<file path="src/rtl/ps2c_pkg.sv">
package ps2c_pkg;

    localparam int BYTE_W   = 8;
    localparam int EVT_W    = 5;
    localparam int PORT_LSB = 12;

    // event flags, bit 0 first: rx_ok, rx_err, tx_ok, tx_nack, tx_tout
    typedef struct packed {
        logic tx_tout;
        logic tx_nack;
        logic tx_ok;
        logic rx_err;
        logic rx_ok;
    } ps2c_evt_t;

    typedef enum logic [2:0] {
        ENG_IDLE,
        ENG_RX,
        ENG_INH,
        ENG_TXSH,
        ENG_TXACK
    } ps2c_eng_e;

    // register word index inside a port window (byte offset / 4)
    typedef enum logic [2:0] {
        OFS_SRST  = 3'd0,
        OFS_BUSY  = 3'd1,
        OFS_RXD   = 3'd2,
        OFS_TXD   = 3'd3,
        OFS_STAT  = 3'd4,
        OFS_STCLR = 3'd5,
        OFS_MSET  = 3'd6,
        OFS_MCLR  = 3'd7
    } ps2c_ofs_e;

    function automatic logic odd_par(input logic [BYTE_W-1:0] b);
        return ~(^b);
    endfunction

endpackage

</file>
<file path="src/rtl/ps2c_line_sync.sv">
module ps2c_line_sync #(
    parameter int FILT_LEN = 8
) (
    input  logic clk,
    input  logic rst,
    input  logic clk_raw,
    input  logic dat_raw,
    output logic clk_fall,
    output logic dat_s
);
    localparam int CNT_W = $clog2(FILT_LEN + 1);

    logic [1:0]       c_sync;
    logic [1:0]       d_sync;
    logic             clk_lvl;
    logic [CNT_W-1:0] cnt;

    always_ff @(posedge clk) begin
        if (rst) begin
            c_sync   <= 2'b11;
            d_sync   <= 2'b11;
            clk_lvl  <= 1'b1;
            cnt      <= '0;
            clk_fall <= 1'b0;
        end else begin
            c_sync   <= {c_sync[0], clk_raw};
            d_sync   <= {d_sync[0], dat_raw};
            clk_fall <= 1'b0;
            if (c_sync[1] == clk_lvl) begin
                cnt <= '0;
            end else if (cnt == CNT_W'(FILT_LEN - 1)) begin
                cnt      <= '0;
                clk_lvl  <= c_sync[1];
                clk_fall <= clk_lvl;
            end else begin
                cnt <= cnt + 1'b1;
            end
        end
    end

    assign dat_s = d_sync[1];

endmodule

</file>
<file path="src/rtl/ps2c_engine.sv">
module ps2c_engine
    import ps2c_pkg::*;
#(
    parameter int FILT_LEN    = 8,
    parameter int INHIBIT_CYC = 5000,
    parameter int TOUT_CYC    = 10000
) (
    input  logic              clk,
    input  logic              rst,
    input  logic              clk_raw,
    input  logic              dat_raw,
    input  logic              tx_go,
    input  logic [BYTE_W-1:0] tx_byte,
    output logic              clk_pd,
    output logic              dat_pd,
    output logic              busy,
    output logic [BYTE_W-1:0] rx_byte,
    output ps2c_evt_t         evt
);
    localparam int TMR_MAX = (INHIBIT_CYC > TOUT_CYC) ? INHIBIT_CYC : TOUT_CYC;
    localparam int TMR_W   = $clog2(TMR_MAX + 1);
    localparam int SH_W    = BYTE_W + 2;

    ps2c_eng_e        st;
    logic [3:0]       bitn;
    logic [SH_W-1:0]  sh;
    logic [TMR_W-1:0] tmr;
    logic             drv_low;
    logic             fall;
    logic             dat_s;
    logic             tmo;

    ps2c_line_sync #(.FILT_LEN(FILT_LEN)) u_sync (
        .clk      (clk),
        .rst      (rst),
        .clk_raw  (clk_raw),
        .dat_raw  (dat_raw),
        .clk_fall (fall),
        .dat_s    (dat_s)
    );

    assign tmo = (tmr == TMR_W'(TOUT_CYC - 1));

    always_ff @(posedge clk) begin
        if (rst) begin
            st      <= ENG_IDLE;
            bitn    <= '0;
            sh      <= '0;
            tmr     <= '0;
            drv_low <= 1'b0;
            rx_byte <= '0;
            evt     <= '0;
        end else begin
            evt <= '0;
            unique case (st)
                ENG_IDLE: begin
                    tmr  <= '0;
                    bitn <= '0;
                    if (tx_go) begin
                        st <= ENG_INH;
                        sh <= {1'b1, odd_par(tx_byte), tx_byte};
                    end else if (fall && !dat_s) begin
                        st <= ENG_RX;
                    end
                end
                ENG_RX: begin
                    if (fall) begin
                        tmr  <= '0;
                        bitn <= bitn + 1'b1;
                        sh   <= {dat_s, sh[SH_W-1:1]};
                        if (bitn == 4'd9) begin
                            st <= ENG_IDLE;
                            if (dat_s && (^sh[SH_W-1:1])) begin
                                rx_byte    <= sh[SH_W-2:1];
                                evt.rx_ok  <= 1'b1;
                            end else begin
                                evt.rx_err <= 1'b1;
                            end
                        end
                    end else if (tmo) begin
                        st <= ENG_IDLE;
                    end else begin
                        tmr <= tmr + 1'b1;
                    end
                end
                ENG_INH: begin
                    if (tmr == TMR_W'(INHIBIT_CYC - 1)) begin
                        st      <= ENG_TXSH;
                        tmr     <= '0;
                        drv_low <= 1'b1;
                    end else begin
                        tmr <= tmr + 1'b1;
                    end
                end
                ENG_TXSH, ENG_TXACK: begin
                    if (fall) begin
                        tmr <= '0;
                        if (st == ENG_TXSH) begin
                            drv_low <= ~sh[0];
                            sh      <= {1'b1, sh[SH_W-1:1]};
                            bitn    <= bitn + 1'b1;
                            if (bitn == 4'd9) st <= ENG_TXACK;
                        end else begin
                            st          <= ENG_IDLE;
                            drv_low     <= 1'b0;
                            evt.tx_ok   <= ~dat_s;
                            evt.tx_nack <= dat_s;
                        end
                    end else if (tmo) begin
                        st          <= ENG_IDLE;
                        drv_low     <= 1'b0;
                        evt.tx_tout <= 1'b1;
                    end else begin
                        tmr <= tmr + 1'b1;
                    end
                end
                default: st <= ENG_IDLE;
            endcase
        end
    end

    assign clk_pd = (st == ENG_INH);
    assign dat_pd = drv_low;
    assign busy   = (st != ENG_IDLE);

endmodule

</file>
<file path="src/rtl/ps2c_port.sv">
module ps2c_port
    import ps2c_pkg::*;
#(
    parameter int FILT_LEN    = 8,
    parameter int INHIBIT_CYC = 5000,
    parameter int TOUT_CYC    = 10000
) (
    input  logic              clk,
    input  logic              rst,
    input  logic              wr,
    input  ps2c_ofs_e         ofs,
    input  logic [BYTE_W-1:0] wdata,
    output logic [BYTE_W-1:0] rdata,
    input  logic              line_clk,
    input  logic              line_dat,
    output logic              clk_pd,
    output logic              dat_pd,
    output logic              irq
);
    logic              prst;
    logic              tx_go;
    logic              busy;
    logic [BYTE_W-1:0] rx_byte;
    logic [BYTE_W-1:0] txd;
    logic [EVT_W-1:0]  stat;
    logic [EVT_W-1:0]  mask;
    logic [EVT_W-1:0]  w_clr;
    logic [EVT_W-1:0]  w_mset;
    logic [EVT_W-1:0]  w_mclr;
    ps2c_evt_t         evt;

    assign prst   = rst | (wr && ofs == OFS_SRST && wdata[0]);
    assign tx_go  = wr && ofs == OFS_TXD && !busy;
    assign w_clr  = (wr && ofs == OFS_STCLR) ? wdata[EVT_W-1:0] : '0;
    assign w_mset = (wr && ofs == OFS_MSET)  ? wdata[EVT_W-1:0] : '0;
    assign w_mclr = (wr && ofs == OFS_MCLR)  ? wdata[EVT_W-1:0] : '0;

    ps2c_engine #(
        .FILT_LEN    (FILT_LEN),
        .INHIBIT_CYC (INHIBIT_CYC),
        .TOUT_CYC    (TOUT_CYC)
    ) u_eng (
        .clk     (clk),
        .rst     (prst),
        .clk_raw (line_clk),
        .dat_raw (line_dat),
        .tx_go   (tx_go),
        .tx_byte (wdata),
        .clk_pd  (clk_pd),
        .dat_pd  (dat_pd),
        .busy    (busy),
        .rx_byte (rx_byte),
        .evt     (evt)
    );

    always_ff @(posedge clk) begin
        if (prst) begin
            txd  <= '0;
            stat <= '0;
            mask <= '0;
        end else begin
            if (tx_go) txd <= wdata;
            stat <= (stat & ~w_clr) | evt;
            mask <= (mask | w_mset) & ~w_mclr;
        end
    end

    always_comb begin
        unique case (ofs)
            OFS_BUSY:             rdata = BYTE_W'(busy);
            OFS_RXD:              rdata = rx_byte;
            OFS_TXD:              rdata = txd;
            OFS_STAT, OFS_STCLR:  rdata = BYTE_W'(stat);
            OFS_MSET, OFS_MCLR:   rdata = BYTE_W'(mask);
            default:              rdata = '0;
        endcase
    end

    assign irq = |(stat & mask);

endmodule

</file>
<file path="src/rtl/ps2c_ctrl.sv">
module ps2c_ctrl
    import ps2c_pkg::*;
#(
    parameter int NPORT       = 2,
    parameter int FILT_LEN    = 8,
    parameter int INHIBIT_CYC = 5000,
    parameter int TOUT_CYC    = 10000,
    localparam int SEL_W      = (NPORT > 1) ? $clog2(NPORT) : 1,
    localparam int ADDR_W     = PORT_LSB + SEL_W
) (
    input  logic              clk,
    input  logic              rst,
    input  logic              reg_we,
    input  logic [ADDR_W-1:0] reg_addr,
    input  logic [BYTE_W-1:0] reg_wdata,
    output logic [BYTE_W-1:0] reg_rdata,
    input  logic [NPORT-1:0]  ps2_clk_in,
    input  logic [NPORT-1:0]  ps2_dat_in,
    output logic [NPORT-1:0]  ps2_clk_pd,
    output logic [NPORT-1:0]  ps2_dat_pd,
    output logic [NPORT-1:0]  irq
);
    logic              in_win;
    logic [SEL_W-1:0]  sel;
    ps2c_ofs_e         ofs;
    logic [BYTE_W-1:0] port_rd [NPORT];

    assign in_win = (reg_addr[PORT_LSB-1:5] == '0) && (reg_addr[1:0] == 2'b00);
    assign sel    = reg_addr[ADDR_W-1:PORT_LSB];
    assign ofs    = ps2c_ofs_e'(reg_addr[4:2]);

    for (genvar k = 0; k < NPORT; k++) begin : g_port
        ps2c_port #(
            .FILT_LEN    (FILT_LEN),
            .INHIBIT_CYC (INHIBIT_CYC),
            .TOUT_CYC    (TOUT_CYC)
        ) u_port (
            .clk      (clk),
            .rst      (rst),
            .wr       (reg_we && in_win && sel == SEL_W'(k)),
            .ofs      (ofs),
            .wdata    (reg_wdata),
            .rdata    (port_rd[k]),
            .line_clk (ps2_clk_in[k]),
            .line_dat (ps2_dat_in[k]),
            .clk_pd   (ps2_clk_pd[k]),
            .dat_pd   (ps2_dat_pd[k]),
            .irq      (irq[k])
        );
    end

    assign reg_rdata = (in_win && int'(sel) < NPORT) ? port_rd[sel] : '0;

endmodule

</file>
<file path="config.mk">
export PLATFORM = sky130hd
export DESIGN_NAME = ps2c_ctrl
export DESIGN_NICKNAME = d
export VERILOG_FILES = /design/src/rtl/ps2c_pkg.sv /design/src/rtl/ps2c_line_sync.sv /design/src/rtl/ps2c_engine.sv /design/src/rtl/ps2c_port.sv /design/src/rtl/ps2c_ctrl.sv
export SDC_FILE = /design/constraint.sdc
export NUM_CORES = 1
export LEC_CHECK = 0
export BUFFER_PORTS_ARGS = -buffer_cell sky130_fd_sc_hd__buf_4
export CORE_AREA = 5 5 182 114
export DETAILED_ROUTE_END_ITERATION = 6
export DIE_AREA = 0 0 187 119
export PLACE_DENSITY = 0.66
export REMOVE_ABC_BUFFERS = 1
export SETUP_SLACK_MARGIN = 0.2
export SKIP_LAST_GASP = 1
export SLEW_MARGIN = 20
export SYNTH_ARGS = -nofsm -noshare
export SYNTH_HDL_FRONTEND = slang
export SYNTH_SLANG_ARGS = --single-unit
export TNS_END_PERCENT = 30
</file>
<file path="constraint.sdc">
create_clock -name clk -period 2.7 [get_ports clk]
set_clock_uncertainty 0.05 [all_clocks]
set_input_delay 0.54 -clock clk [delete_from_list [all_inputs] [get_ports clk]]
set_output_delay 0.54 -clock clk [all_outputs]
set_load 0.1 [all_outputs]
</file>
Word-level counts from Yosys, hierarchy flattened:

Cells that the tools add are included.

* flip-flop bits (word level): 146
* input port bits: 28
* output and inout bits: 14
* logic and storage cells: 273

* $add $sub $neg: 6
* magnitude comparators: 1
* equal/unequal tests: 45
* multiplexer cells: 74
* bitwise operators: 35
* reductions and logical operators: 74

Operator list (number)
* 14-bit two-way mux: 6
* 14-bit one-hot mux with 3 select lines: 2
* 10-bit two-way mux: 8
* 8-bit one-hot mux with 5 select lines: 2
* 10-bit one-hot mux with 3 select lines: 2
* 3-bit two-way mux: 18
* 8-bit two-way mux: 4
* 5-bit AND: 6
* 5-bit two-way mux: 6
* 14-bit by 1-bit adder with 14-bit output (second input constant): 2
* 14-bit by 13-bit == test with 1-bit output (second input constant): 2
* 14-bit == test (second input constant): 2
* 4-bit two-way mux: 6
* 3-bit one-hot mux with 4 select lines: 2
* 4-bit one-hot mux with 3 select lines: 2
* 4-bit AND reduction: 6
* 3-bit OR reduction: 8
* 1-bit logical AND: 22
* 5-bit NOT: 4
* 5-bit OR: 4
* 3-bit by 2-bit == test with 1-bit output (second input constant): 6
* 3-bit == test (second input constant): 6
* 3-bit by 2-bit != test with 1-bit output (second input constant): 6
* 1-bit NOT: 18
* 28 further kinds: 85

Depth between registers and ports, before layout:

* word-level depth: 9
* depth in mapped cells: 8

Modules after synthesis:

From an unflattened synthesis, not the netlist that was laid out.

* cells, all modules: 884
* area, all modules: 7832.5 um2

By module, submodules not included
* ps2c_engine at g_port[0].u_port.u_eng: times used 1, cells each 278, area an instance 2497.4 um2, seq. area each 900.9 um2
* ps2c_engine at g_port[1].u_port.u_eng: times used 1, cells each 271, area an instance 2378.5 um2, seq. area each 900.9 um2
* ps2c_port: times used 2, cells each 125, area an instance 1013.5 um2, seq. area each 360.3 um2
* ps2c_line_sync: times used 2, cells each 29, area an instance 334.1 um2, seq. area each 200.2 um2
* ps2c_ctrl: times used 1, cells each 27, area an instance 261.5 um2, seq. area each 0.0 um2

Worst setup path after synthesis:

OpenSTA, ideal clock, no wires.

* path type: input to output
* start: input port reg_addr[7]
* end: output port reg_rdata[1]
* arrival time: 3.725 ns
* data required time: 2.110 ns
* setup slack: -1.615 ns
* cell stages on the path: 5
* path buffers: 1
* path through: or4_4 -> buf_6 -> nor3_4 -> o31ai_1 -> nor3_1

* longest elaborated chain between the ends: 3

RTL lines
* from (decl): RTL line ps2c_ctrl.sv:14 `input logic [ADDR_W-1:0] reg_addr,`
* 7-bit logical NOT: RTL line ps2c_ctrl.sv:28 `assign in_win = (reg_addr[PORT_LSB-1:5] == '0) && (reg_addr[1:0] == 2'b00);`
* 1-bit logical AND: RTL line ps2c_ctrl.sv:28
* 8-bit two-way mux: RTL line ps2c_ctrl.sv:52 `assign reg_rdata = (in_win && int'(sel) < NPORT) ? port_rd[sel] : '0;`
* to (decl): RTL line ps2c_ctrl.sv:16 `output logic [BYTE_W-1:0] reg_rdata,`

No other way between the ends.

Worst setup path after layout:

* start: input port reg_addr[11]
* end: output port reg_rdata[5]

The elaborated chain is that of the path after synthesis.

==> metrics.md <==
| Metric | Value |
|---|---|
| DRT Wirelength | `19580 um` |
| Placed Area | `8162 um^2` |
| Die area | `22250 um^2` |
| Post-Synthesis Cells | `830` |
| Final setup viols | `8` |
| Status | `finished with violations` |
| Worst skew pair latency | `0.42 ns` |
| Max-cap viol count | `0` |
| Die width | `187 um` |
| CTS Buffer Depth | `2` |
| Critical Path Sink Type | `primary output` |
| Initial DRC count | `645` |
| Vias/cell | `5.547` |
| Cell area after synthesis | `7398 um^2` |
| Layout cells sized above 1 | `18.80%` |
| IO buf count | `41` |
| First-pass GRT wire length | `31470 um` |
| Slowest CP cell | `or4_4` |
| Synth unique cells | `75` |
| Synthesized area per cell | `8.914 um^2` |
| DR vias | `6351` |
| Post-DP HPWL | `14210 um` |
| Initial Utilization | `39.48%` |
| DIE HEIGHT | `119 um` |
| Routed length on met1 | `10680 um` |
| Post-CTS Hold Fix Bufs | `0` |
| Unrepaired setup endpoints after global routing | `yes` |
| CTS Root Cell | `clkbuf_16` |
| R2R Setup Slk | `0.31 ns` |
| CP bufs+invs | `3` |
| Worst vdd ir | `0.4736 mV` |
| Clock slew at reported path FFs | `0.06 ns` |
| Leak | `3.287 nW` |
| Met3 wire length | `1543 um` |
| I/O pin cnt | `42` |
| Iteration count of the initial detailed-routing pass | `5` |
| Post-route clock period utilization | `104.1%` |
| Initial antenna violation count | `0` |
| Nets | `923` |
| Max-slew violations | `0` |
| # diodes | `0` |
| Worst r2r src | `g_port[0].u_port.u_eng.tmr[4]` |
| Hold Crit Start | `ps2_dat_in[0]` |
| Worst R2R Path Depth | `5` |
| P&R area growth vs syn | `19.65%` |
| CP peak stage delay | `0.56 ns` |
| Number of global-route vias before repair | `5686` |
| Fin cells | `1145` |
| Top_reg_cell synth | `dfxtp_1` |
| GRT Util Overall | `17.43%` |
| Synth top area cells | `dfxtp_1, mux2i_1, nor2_1` |
| Yosys reg bits | `146` |
| WP data required | `2.11 ns` |
| Pwr/cell area | `621.8 nW/um^2` |
| Cells along the critical path | `buf_6, or4_4, nor3_4, buf_6, nand3b_1, nor2b_1, buf_6` |
| Slew HR | `34.51%` |
| Synth warn | `0` |
| DR top layer | `met4` |
| Startpoint Class | `input pin` |
| TritonCTS clock tree | `done` |
| Setup CP Type | `input pin to primary output` |
| Wire length on met2 | `7160 um` |
| Hold EP | `g_port[0].u_port.u_eng.u_sync.d_sync[0]` |
| Critical Path AT | `2.22 ns` |
| Hold depth | `2` |
| Min-Delay Path Class | `input pin to flip-flop` |
| Crit path top cell by count | `buf_6` |
| Area leader, netlist | `dfxtp_1` |
| Final Hold Fails | `0` |
| Register area share after synthesis | `39.51%` |
| Actual slew at the worst max-slew pin | `0.9788 ns` |
| Capture point of the worst reg-to-reg path | `g_port[0].u_port.u_eng.dat_pd` |
| Clock H-tree levels | `4` |
| Largest net degree at the start of global routing | `23` |
| Num CTS Buffers | `17` |
| Fin worst setup slack | `-0.1110 ns` |
| Post-synth EDFFs | `0` |
| F_max | `0.3557 GHz` |
| Wire length per cell | `17.10 um` |
| Inst Count DP | `1112` |
| # rows | `39` |
| Cell area after layout | `8852 um^2` |
| Post-route DRC | `0` |
| Core Area | `18740 um^2` |
| Delay-heaviest family, CP | `simple AND/OR/NAND/NOR gates` |
| Total grt overflow | `0` |
| Fin crit period | `2.811 ns` |
| Violated checks | `setup timing` |
| Post-synth ARST share | `0%` |
| Synth top area share | `39.51%` |
| Worst-path maximum fanout | `3` |
| CTS Sinks | `146` |
| GP Congestion | `0.8497` |
| DRT antenna net count | `0` |
[registers in the layout, summed over array words and instances, names as in the netlist, 6 cells and up]
signal,count
g_port.u_port.u_eng.tmr,28
g_port.u_port.u_eng.st,6
g_port.u_port.mask,10
g_port.u_port.txd,16
g_port.u_port.u_eng.evt,10
g_port.u_port.u_eng.rx_byte,16
g_port.u_port.u_eng.sh,20
g_port.u_port.u_eng.bitn,8
g_port.u_port.u_eng.u_sync.cnt,8
g_port.u_port.stat,10
[report_power, final]
group / internal (W) / switching [W] / leakage, nW
combinational: 0.000282 / 0.000493 / 1.81
sequential: 0.00219 / 0.0000227 / 1.18
clock: 0.00157 / 0.000949 / 0.299
[through the flow]
stage	hold WS (ns)	setup TNS, ns	utilization [%]	power, W	setup slack (ns)
2_1_floorplan	0.3363	-13.64	-	0.002720	-1.546
3_3_place_gp	0.3397	-0.9072	43.56	0.003011	-0.1808
3_5_place_dp	0.3433	-1.110	43.56	0.003014	-0.1996
4_1_cts	0.2387	-0.4155	47.18	0.005524	-0.08797
5_1_grt	0.2345	-1.038	47.24	0.005704	-0.1580
6_report	0.2517	-0.4938	47.24	0.005505	-0.1110
[synthesized netlist by cell type, types with 4 or more instances]
cell	n
dfxtp_1	146
nor3_1	25
nor4b_1	6
a21oi_1	44
nand2_1	53
a221oi_1	9
xnor2_1	33
inv_1	32
a211oi_2	8
nor4_1	6
o21ai_0	39
a211oi_1	17
xor2_1	15
a21bo_2	5
o31ai_1	12
buf_1	5
mux4_2	4
nand3_1	21
clkbuf_1	27
or3_1	10
mux2i_1	55
nor2_1	93
buf_4	9
nor2b_1	11
or4_1	10
buf_2	13
nand3b_1	10
nand4_1	19
nand2b_1	11
ha_1	8
a2111oi_0	5
a22oi_1	4
[cells in the final DEF, fill, tap and decap left out, types with 12 or more instances in the layout]
master / count
mux2i_1: 55
xor2_1: 15
a21oi_1: 44
nor3_1: 22
nor2_1: 93
a211oi_1: 17
inv_1: 32
nand3_1: 21
o21ai_0: 39
clkbuf_16: 17
buf_4: 83
dfxtp_1: 146
nand2_1: 53
nand4_1: 19
xnor2_1: 33
o31ai_1: 12
[metal layers]
metal	vias to the layer above	track usage, %
li1	3104	-
met1	2994	28.84
met2	238	21.68
met3	15	4.094
met4	0	4.524
met5	-	0
[what timing repair did]
item,in CTS,in global routing
pin swaps,2,0
buffers inserted,1,1
setup endpoints to repair,8,10
gates resized for setup,11,1
[logic make-up (layout without fill, tap and decap cells)]
| logic type | count (synthesis) | in the layout | share of synthesized area, % |
|---|---|---|---|
| muxes | 61 | 61 | 8.963 |
| AOI/OAI and AO/OA | 171 | 171 | 16.51 |
| buffers and inverters | 91 | 160 | 5.598 |
| and+or+nand+nor | 302 | 302 | 21.48 |
| xor gates and xnor gates | 51 | 51 | 6.596 |
| DFF | 146 | 146 | 39.51 |
| adders and majority gates | 8 | 8 | 1.353 |
[worst max path at each step]
stage                      start            to  slack, ns  depth (start not counted)
finish              reg_addr[11]  reg_rdata[5]      -0.11                          7
global route        reg_addr[11]  reg_rdata[4]      -0.16                          7
CTS                 reg_addr[11]  reg_rdata[5]      -0.09                          7
detailed placement   reg_addr[7]  reg_rdata[5]      -0.20                          7
global placement     reg_addr[7]  reg_rdata[6]      -0.18                          7
floorplan            reg_addr[7]  reg_rdata[1]      -1.55                          4
[final cells by class]
class / instances / area, um^2
fillers: 1789 / 9886
flip-flops and latches: 146 / 2923
well taps: 246 / 307.8
clock buffers: 19 / 442.9
clock inverters: 12 / 183.9
multi-input cells: 593 / 4083
inverters: 34 / 127.6
repair buffers: 95 / 784.5
(Power assumes the default switching activity.)
